<file path="src/rtl/hash_reg_front.sv">
module hash_reg_front #(
  parameter int ADDR_BITS = 31,
  parameter int LEN_BITS  = 28,
  parameter int OFS_W     = 8
) (
  input  logic             clk,
  input  logic             rst_n,
  input  logic             reg_wr,
  input  logic [OFS_W-1:0] reg_addr,
  input  logic [31:0]      reg_wdata,
  output logic [31:0]      reg_rdata,
  output logic             core_start,
  input  logic             core_done,
  output logic [31:0]      core_src,
  output logic [31:0]      core_dst,
  output logic [31:0]      core_len,
  output logic [31:0]      core_cmd,
  input  logic             crypto_done,
  input  logic             rsa_done,
  output logic             irq
);
  localparam logic [31:0] ADDR_MASK = (ADDR_BITS >= 32) ? 32'hFFFF_FFFF : ((32'd1 << ADDR_BITS) - 32'd1);
  localparam logic [31:0] LEN_MASK  = (LEN_BITS  >= 32) ? 32'hFFFF_FFFF : ((32'd1 << LEN_BITS)  - 32'd1);
  localparam logic [31:0] DST_MASK  = ADDR_MASK & ~32'h7;
  localparam logic [31:0] CMD_MASK  = 32'h0004_047C;
  localparam logic [OFS_W-1:0] OFS_GEN  = OFS_W'('h10);
  localparam logic [OFS_W-1:0] OFS_STS  = OFS_W'('h1C);
  localparam logic [OFS_W-1:0] OFS_SRC  = OFS_W'('h20);
  localparam logic [OFS_W-1:0] OFS_DST  = OFS_W'('h24);
  localparam logic [OFS_W-1:0] OFS_KEY  = OFS_W'('h28);
  localparam logic [OFS_W-1:0] OFS_LEN  = OFS_W'('h2C);
  localparam logic [OFS_W-1:0] OFS_HCMD = OFS_W'('h30);

  logic [31:0] gen_q, src_q, dst_q, key_q, len_q, hcmd_q;
  logic        hash_busy, hash_irq, crypto_irq, rsa_irq, start_q;

  logic wr_sts, wr_hcmd, launch, hash_fin;
  assign wr_sts   = reg_wr && (reg_addr == OFS_STS);
  assign wr_hcmd  = reg_wr && (reg_addr == OFS_HCMD);
  assign launch   = wr_hcmd && !hash_busy;
  assign hash_fin = core_done && hash_busy;

  always_ff @(posedge clk or negedge rst_n) begin
    if (!rst_n) begin
      gen_q <= '0;
      src_q <= '0;
      dst_q <= '0;
      key_q <= '0;
      len_q <= '0;
    end else if (reg_wr) begin
      case (reg_addr)
        OFS_GEN: gen_q <= reg_wdata;
        OFS_SRC: src_q <= reg_wdata & ADDR_MASK;
        OFS_DST: dst_q <= reg_wdata & DST_MASK;
        OFS_KEY: key_q <= reg_wdata & ADDR_MASK;
        OFS_LEN: len_q <= reg_wdata & LEN_MASK;
        default: ;
      endcase
    end
  end

  always_ff @(posedge clk or negedge rst_n) begin
    if (!rst_n) begin
      hcmd_q    <= '0;
      start_q   <= 1'b0;
      hash_busy <= 1'b0;
    end else begin
      start_q <= launch;
      if (launch) begin
        hcmd_q    <= reg_wdata & CMD_MASK;
        hash_busy <= 1'b1;
      end else if (hash_fin) begin
        hash_busy <= 1'b0;
      end
    end
  end

  always_ff @(posedge clk or negedge rst_n) begin
    if (!rst_n) begin
      hash_irq   <= 1'b0;
      crypto_irq <= 1'b0;
      rsa_irq    <= 1'b0;
    end else begin
      if (hash_fin)                      hash_irq   <= 1'b1;
      else if (wr_sts && reg_wdata[9])   hash_irq   <= 1'b0;
      if (crypto_done)                   crypto_irq <= 1'b1;
      else if (wr_sts && reg_wdata[12])  crypto_irq <= 1'b0;
      if (rsa_done)                      rsa_irq    <= 1'b1;
      else if (wr_sts && reg_wdata[13])  rsa_irq    <= 1'b0;
    end
  end

  logic [31:0] sts_word;
  assign sts_word = {18'd0, rsa_irq, crypto_irq, 2'd0, hash_irq, 8'd0, hash_busy};

  always_comb begin
    case (reg_addr)
      OFS_GEN:  reg_rdata = gen_q;
      OFS_STS:  reg_rdata = sts_word;
      OFS_SRC:  reg_rdata = src_q;
      OFS_DST:  reg_rdata = dst_q;
      OFS_KEY:  reg_rdata = key_q;
      OFS_LEN:  reg_rdata = len_q;
      OFS_HCMD: reg_rdata = hcmd_q;
      default:  reg_rdata = '0;
    endcase
  end

  assign core_start = start_q;
  assign core_src   = src_q;
  assign core_dst   = dst_q;
  assign core_len   = len_q;
  assign core_cmd   = hcmd_q;
  assign irq        = hash_irq | crypto_irq | rsa_irq;
endmodule


</file>
<file path="config.mk">
export PLATFORM = sky130hd
export DESIGN_NAME = hash_reg_front
export DESIGN_NICKNAME = d
export VERILOG_FILES = /design/src/rtl/hash_reg_front.sv
export SDC_FILE = /design/constraint.sdc
export NUM_CORES = 1
export LEC_CHECK = 0
export CAP_MARGIN = 20
export CORE_ASPECT_RATIO = 0.7
export CORE_MARGIN = 1
export CORE_UTILIZATION = 38
export CTS_CLUSTER_SIZE = 24
export DETAILED_ROUTE_END_ITERATION = 10
export PLACE_DENSITY = 0.71
export REMOVE_ABC_BUFFERS = 1
export SLEW_MARGIN = 10
export SYNTH_ARGS = -nofsm -noshare
export SYNTH_HDL_FRONTEND = slang
export SYNTH_SLANG_ARGS = --single-unit
</file>
<file path="constraint.sdc">
create_clock -name clk -period 1.9 [get_ports clk]
set_clock_uncertainty 0.2 [all_clocks]
set_input_delay 0.285 -clock clk [delete_from_list [all_inputs] [get_ports clk]]
set_output_delay 0.285 -clock clk [all_outputs]
set_load 0.05 [all_outputs]
</file>
==> impl_metrics.toml, run 1 <==
[routing]
vias_per_cell = 5.28
drt_iter0_drc = 402
ant_nets = 0
vias = 6001
wirelength_um = 25000
dr.pass1.iters = 4
drc = 0
wl_per_cell_um = 22.0

[yosys]
synth-async-reset-ratio_pct = 100
ys_seq_elements = 162
yosys.area.top_type_share_pct = 53.0
syn_inst = 543
mappedNetlistArea_um2 = 7650
ys.flop_type = "dfrtp_1"
synth_edf_count = 0
synth_area_leaders = "dfrtp_1 (53%), mux2_2 (19%), mux2_1 (6.3%), mux2i_1 (3.7%), buf_4 (3.3%)"
yosysSeqAreaShare_pct = 53.0
yosys_warnings = 0
yosysTopAreaCell = "dfrtp_1"
synth_cell_types = 41
postSynthAreaPerCell_um2 = 14.1

[power_and_ir_drop]
combPwrFrac_pct = 17.8
p_int_uw = 6360
irDropWorstVdd_v = 0.000488
clockPowerShare_pct = 40.0
cellLeakagePower_uw = 0.00616
p_per_area_nw_per_um2 = 711
p_seq_share_pct = 42.2
p_sw_share_pct = 27.9
net-switching-power_uw = 2470

[die]
die-width_um = 172
die_h_um = 121
rows = 43
ios = 208
die_area_um2 = 20700
initial_core_util_pct = 38.7
core_region_area_um2 = 19700

[critical_path]
critPathRequiredTime_ps = 1410
r2r_start = "hash_busy$_DFFE_PN0P_"
reg2reg_depth = 4
crit_fanout = 2
worst_r2r_endpoint = "core_cmd[2]$_DFFE_PN0P_"
endpoint_kind = "output pin"
reg2reg_setup_slack_ps = 210
crit_type = "flop to output pin"
crit_start = "core_src[17]$_DFFE_PN0P_"
start_kind = "flop"
crit_arrival_ps = 1720

[clock_network]
path_clk_slew_ps = 70
cts_max_path_buffers = 2
cts_max_level = 4
cts_tree = "done"
numCtsBuffers = 17
root_buffer = "clkbuf_16"
insertion_delay_ps = 420
cts_sinks = 162

[global_route]
grt_max_degree = 45
antenna_found_initial = 0
track_usage_pct = 24.1
grt_pass1_vias = 6288
grt_remaining_overflow = 0
grt_pass1_wl_um = 36900

[sta]
timing.fmax_mhz = 453
timing.final.ws_setup_ps = -307
finalHoldViolCount = 0
fin_crit_ps = 2210
tns_ps = -5520
rsz0062_at_grt = "yes"
setup_viol = 38
drv_slew = 0
period_share_pct = 116

[run_status]
status = "finished, violations left"
violations = "negative setup slack"

[placement]
dp_hpwl_um = 15400
port_buffers = 173
dpl_cell_area_um2 = 10200
gp_congestion = 0.864

[layout]
area_delta_synth_final_pct = 62.3
layout-drive-gt1-share_pct = 62.2
stdcell_area_um2 = 12400
fin_nets = 900
insertedDiodeCount = 0

[job]
cap_violations = 0

[hold_path]
worstHoldPathType = "input pin to asynchronous set/reset pin"
## worst max-delay path, stage by stage, from the launching register on
cell	delay (ps)
dfrtp_1	390
mux4_2	470
a32o_2	280
buf_12	150
## registers in the layout, summed over array words and instances (netlist names)
register / cells
core_src: 31
core_dst: 28
key_q: 31
core_len: 28
core_cmd: 7
gen_q: 32
crypto_irq: 1
hash_busy: 1
hash_irq: 1
core_start: 1
rsa_irq: 1
## routing by layer
layer | global-route usage, % | share of wire (%)
met1 | 32.0 | 45
met5 | 0 | 0
met2 | 39.2 | 48
met4 | 7.42 | 1.6
met3 | 5.27 | 5.2
## synthesized netlist by cell type (3+ instances only)
cell type and number:
o22a_1 3, nand3_1 3, o22ai_1 20, mux2i_1 28, a32o_1 7, clkbuf_1 13, buf_1 10, mux2_2 129
nand4_1 3, or3b_2 3, buf_4 34, buf_2 10, mux2_1 43, a21o_1 3, dfrtp_1 162, a22o_1 14
a22oi_1 18, o2bb2ai_1 3, or3_1 3, mux4_2 7
## layout by cell type, fill, tap and decap left out, types with 20 or more instances in the layout
cell type        Yosys  final
buf_4               34    191
dfrtp_1            162    162
clkbuf_16            0     20
mux2_2             129    119
mux2i_1             28     23
mux2_1              43     42
conb_1               1     34
clkdlybuf4s50_1      0     36
buf_6                0     25
buf_12               0     56
## cell families (layout without fill, tap and decap cells)
family / count (synthesis) / count (layout) / share of synthesized area [%]
buffers and inverters: 69 / 358 / 5.23
multiplexers: 207 / 207 / 31.0
other: 1 / 34 / 0.0490
AND/OR/NAND/NOR: 35 / 36 / 3.71
flip-flops: 162 / 162 / 53.0
AO/OA/AOI/OAI: 69 / 69 / 6.97
## power groups by stage
| stage | Clock, uW | Combinational [uW] | Sequential (uW) |
|---|---|---|---|
| 2_1_floorplan | 0 | 400 | 4100 |
| 3_3_place_gp | 0 | 1280 | 3780 |
| 3_5_place_dp | 0 | 1310 | 3790 |
| 4_1_cts | 3560 | 1510 | 3720 |
| 5_1_grt | 3730 | 1650 | 3740 |
| 6_report | 3530 | 1570 | 3730 |
## cell type report
| type | instances | area, um2 |
|---|---|---|
| Clock inverter | 9 | 131 |
| Timing Repair Buffer | 326 | 3490 |
| Fill cell | 1415 | 7330 |
| Sequential cell | 162 | 4050 |
| Inverter | 1 | 3.75 |
| Clock buffer | 22 | 464 |
| Multi-Input combinational cell | 346 | 3940 |
| Tap cell | 270 | 338 |
## worst max path at each step
stage | cells past startpoint | slack [ps] | end
after global placement | 7 | -760 | reg_rdata[6]
final | 3 | -310 | reg_rdata[17]
after detailed placement | 7 | -770 | reg_rdata[29]
after global routing | 3 | -350 | reg_rdata[11]
after CTS | 3 | -320 | reg_rdata[20]
after floorplan | 3 | -1560 | gen_q[21]$_DFFE_PN0P_
## repair_timing
| action | in CTS | in global routing |
|---|---|---|
| gates cloned | 8 | 3 |
| setup endpoints to repair | 189 | 115 |
| endpoints found under the hold margin | 110 | 0 |
| setup buffers | 65 | 19 |
| hold buffers | 2 | 0 |
| gates resized for setup | 162 | 36 |
| pin swaps | 47 | 21 |
## through the flow
stage          hold slack (ps)  utilization (%)  setup WS [ps]  total power, uW  std cells
6_report                   161             62.9           -307             8830       1136
3_5_place_dp              45.2             51.6           -769             5100       1017
3_3_place_gp              41.6             51.6           -764             5060       1017
2_1_floorplan             -211                -          -1560             4500        508
4_1_cts                    163             61.3           -323             8790       1120
5_1_grt                    178             62.9           -352             9120       1136
(Power assumes the default switching activity.)
==> run 2, diff against run 1 <==
--- a/config.mk
+++ b/config.mk
@@ -7,7 +7,7 @@
 export LEC_CHECK = 0
 export CAP_MARGIN = 20
 export CORE_ASPECT_RATIO = 0.7
-export CORE_MARGIN = 1
+export CORE_MARGIN = 5
 export CORE_UTILIZATION = 38
 export CTS_CLUSTER_SIZE = 24
 export DETAILED_ROUTE_END_ITERATION = 10
==> impl_metrics.toml, run 2 (synthesized netlist as in run 1, its figures left out) <==
[layout]
layout-drive-gt1-share_pct = 60.2
multiInputGateArea_um2 = 3860
layout_commonest_cell = "buf_4"
layout_common_cells = "buf_4 (174), dfrtp_1 (162), mux2_2 (114)"
fin_nets = 869
insertedDiodeCount = 0
stdcell_area_um2 = 11900
register_area_um2 = 4050
max_flop_register = "gen_q"
fin_util_pct = 60.0
area_delta_synth_final_pct = 55.3
fill_cells = 1503
layout.cells.non_filler = 1105
largest_register_ffs = 32

[critical_path]
crit_arrival_ps = 1720
start_kind = "flop"
endpoint_kind = "output pin"
crit_type = "flop to output pin"
critPathRequiredTime_ps = 1410
crit_fanout = 2

[sta]
timing.fmax_mhz = 453
period_share_pct = 116
fin_crit_ps = 2210
setup_viol = 38
timing.final.ws_setup_ps = -306
tns_ps = -5730
rsz0062_at_grt = "yes"
drv_slew = 0
finalHoldViolCount = 0

[die]
die-width_um = 180
ios = 208
core_region_area_um2 = 19800
die_area_um2 = 23100
rows = 43
initial_core_util_pct = 38.6
die_h_um = 129

[job]
cap_violations = 0

[clock_network]
root_buffer = "clkbuf_16"
cts_max_path_buffers = 2
numCtsBuffers = 17
cts_sinks = 162
cts_max_level = 4
insertion_delay_ps = 430
path_clk_slew_ps = 60
cts_tree = "done"

[global_route]
antenna_found_initial = 0
grt_pass1_wl_um = 37300
grt_max_degree = 48
grt_pass1_vias = 6335
grt_remaining_overflow = 0
track_usage_pct = 20.7

[run_status]
violations = "negative setup slack"
status = "finished, violations left"

[power_and_ir_drop]
total_power_uw = 8370
combPwrFrac_pct = 18.0
cellLeakagePower_uw = 0.00588
p_int_uw = 5920
net-switching-power_uw = 2450
clockPowerShare_pct = 37.4
p_seq_share_pct = 44.6
irDropWorstVdd_v = 0.000461
p_per_area_nw_per_um2 = 705
p_sw_share_pct = 29.2

[placement]
dp_hpwl_um = 15600
dpl_cell_area_um2 = 10100
port_buffers = 173
gp_congestion = 0.842
dp_cells = 1006

[routing]
dr.pass1.iters = 4
wl_per_cell_um = 21.8
drc = 0
vias = 5760
drt_iter0_drc = 327
wirelength_um = 24100
ant_nets = 0
vias_per_cell = 5.21

[hold_path]
worstHoldPathType = "input pin to flop"
run 2: cell count changes in the layout (fill, tap and decap cells not counted), moves of 3 or more:
cell / delta
buf_6: -3
o2bb2ai_4: -3
bufinv_16: -3
a22o_4: -5
a22o_1: +5
o2bb2ai_2: +3
clkbuf_16: -3
buf_12: -5
mux2_2: -5
buf_4: -17
mux2_4: +4
run 2: layout make-up:
class	count	share of cell area (%)
clock buffer	22	3.91
multi-input combinational	346	32.5
sequential	162	34.1
clock inverter	9	0.506
tap	270	2.84
timing repair buffer	295	26.1
inverter	1	0.0316
run 2: critical path, cell delays in order (launching register included):
cell and delay [ps]:
dfrtp_1 380, mux4_2 470, a32o_2 290, buf_12 150
run 2: timing repair:
| action | in CTS | in global routing |
|---|---|---|
| resized for setup | 153 | 24 |
| setup buffers | 50 | 14 |
| cloned | 7 | 0 |
| hold buffers | 1 | 0 |
| setup endpoints to repair | 160 | 40 |
| pin swaps | 45 | 34 |
| endpoints found under the hold margin | 77 | 0 |
run 2: per-stage QoR:
stage          hold WS, ps  worst slack, ps
2_1_floorplan         -211            -1560
3_3_place_gp          49.2             -707
3_5_place_dp          57.4             -706
4_1_cts                130             -321
5_1_grt               92.5             -361
6_report              90.0             -306
run 2: path summary, 6_finish.rpt:
kind / from / to / slack (ps) / cells past startpoint
min: reg_addr[6] / core_start$_DFF_PN0_ / 90 / 4
max reg2reg: hash_busy$_DFFE_PN0P_ / core_cmd[2]$_DFFE_PN0P_ / 270 / 4
min reg2reg: gen_q[21]$_DFFE_PN0P_ / gen_q[21]$_DFFE_PN0P_ / 300 / 1
max: core_len[17]$_DFFE_PN0P_ / reg_rdata[17] / -310 / 3
max in group asynchronous: rst_n / core_src[16]$_DFFE_PN0P_ / 680 / 3
min in group asynchronous: rst_n / core_src[6]$_DFFE_PN0P_ / 170 / 2
run 2: power by group through the flow:
stage / logic [uW] / registers (uW) / clock network (uW)
3_3_place_gp: 1280 / 3780 / 0
4_1_cts: 1480 / 3730 / 3190
2_1_floorplan: 400 / 4100 / 0
6_report: 1510 / 3730 / 3130
5_1_grt: 1590 / 3750 / 3360
3_5_place_dp: 1300 / 3790 / 0
run 2: routing by layer:
layer	global-route usage [%]	routed length [um]	vias to the layer above
li1	-	-	2543
met1	27.4	10700	3005
met2	34.2	11600	185
met3	5.26	1400	27
met4	5.73	351	0
met5	0	0	-
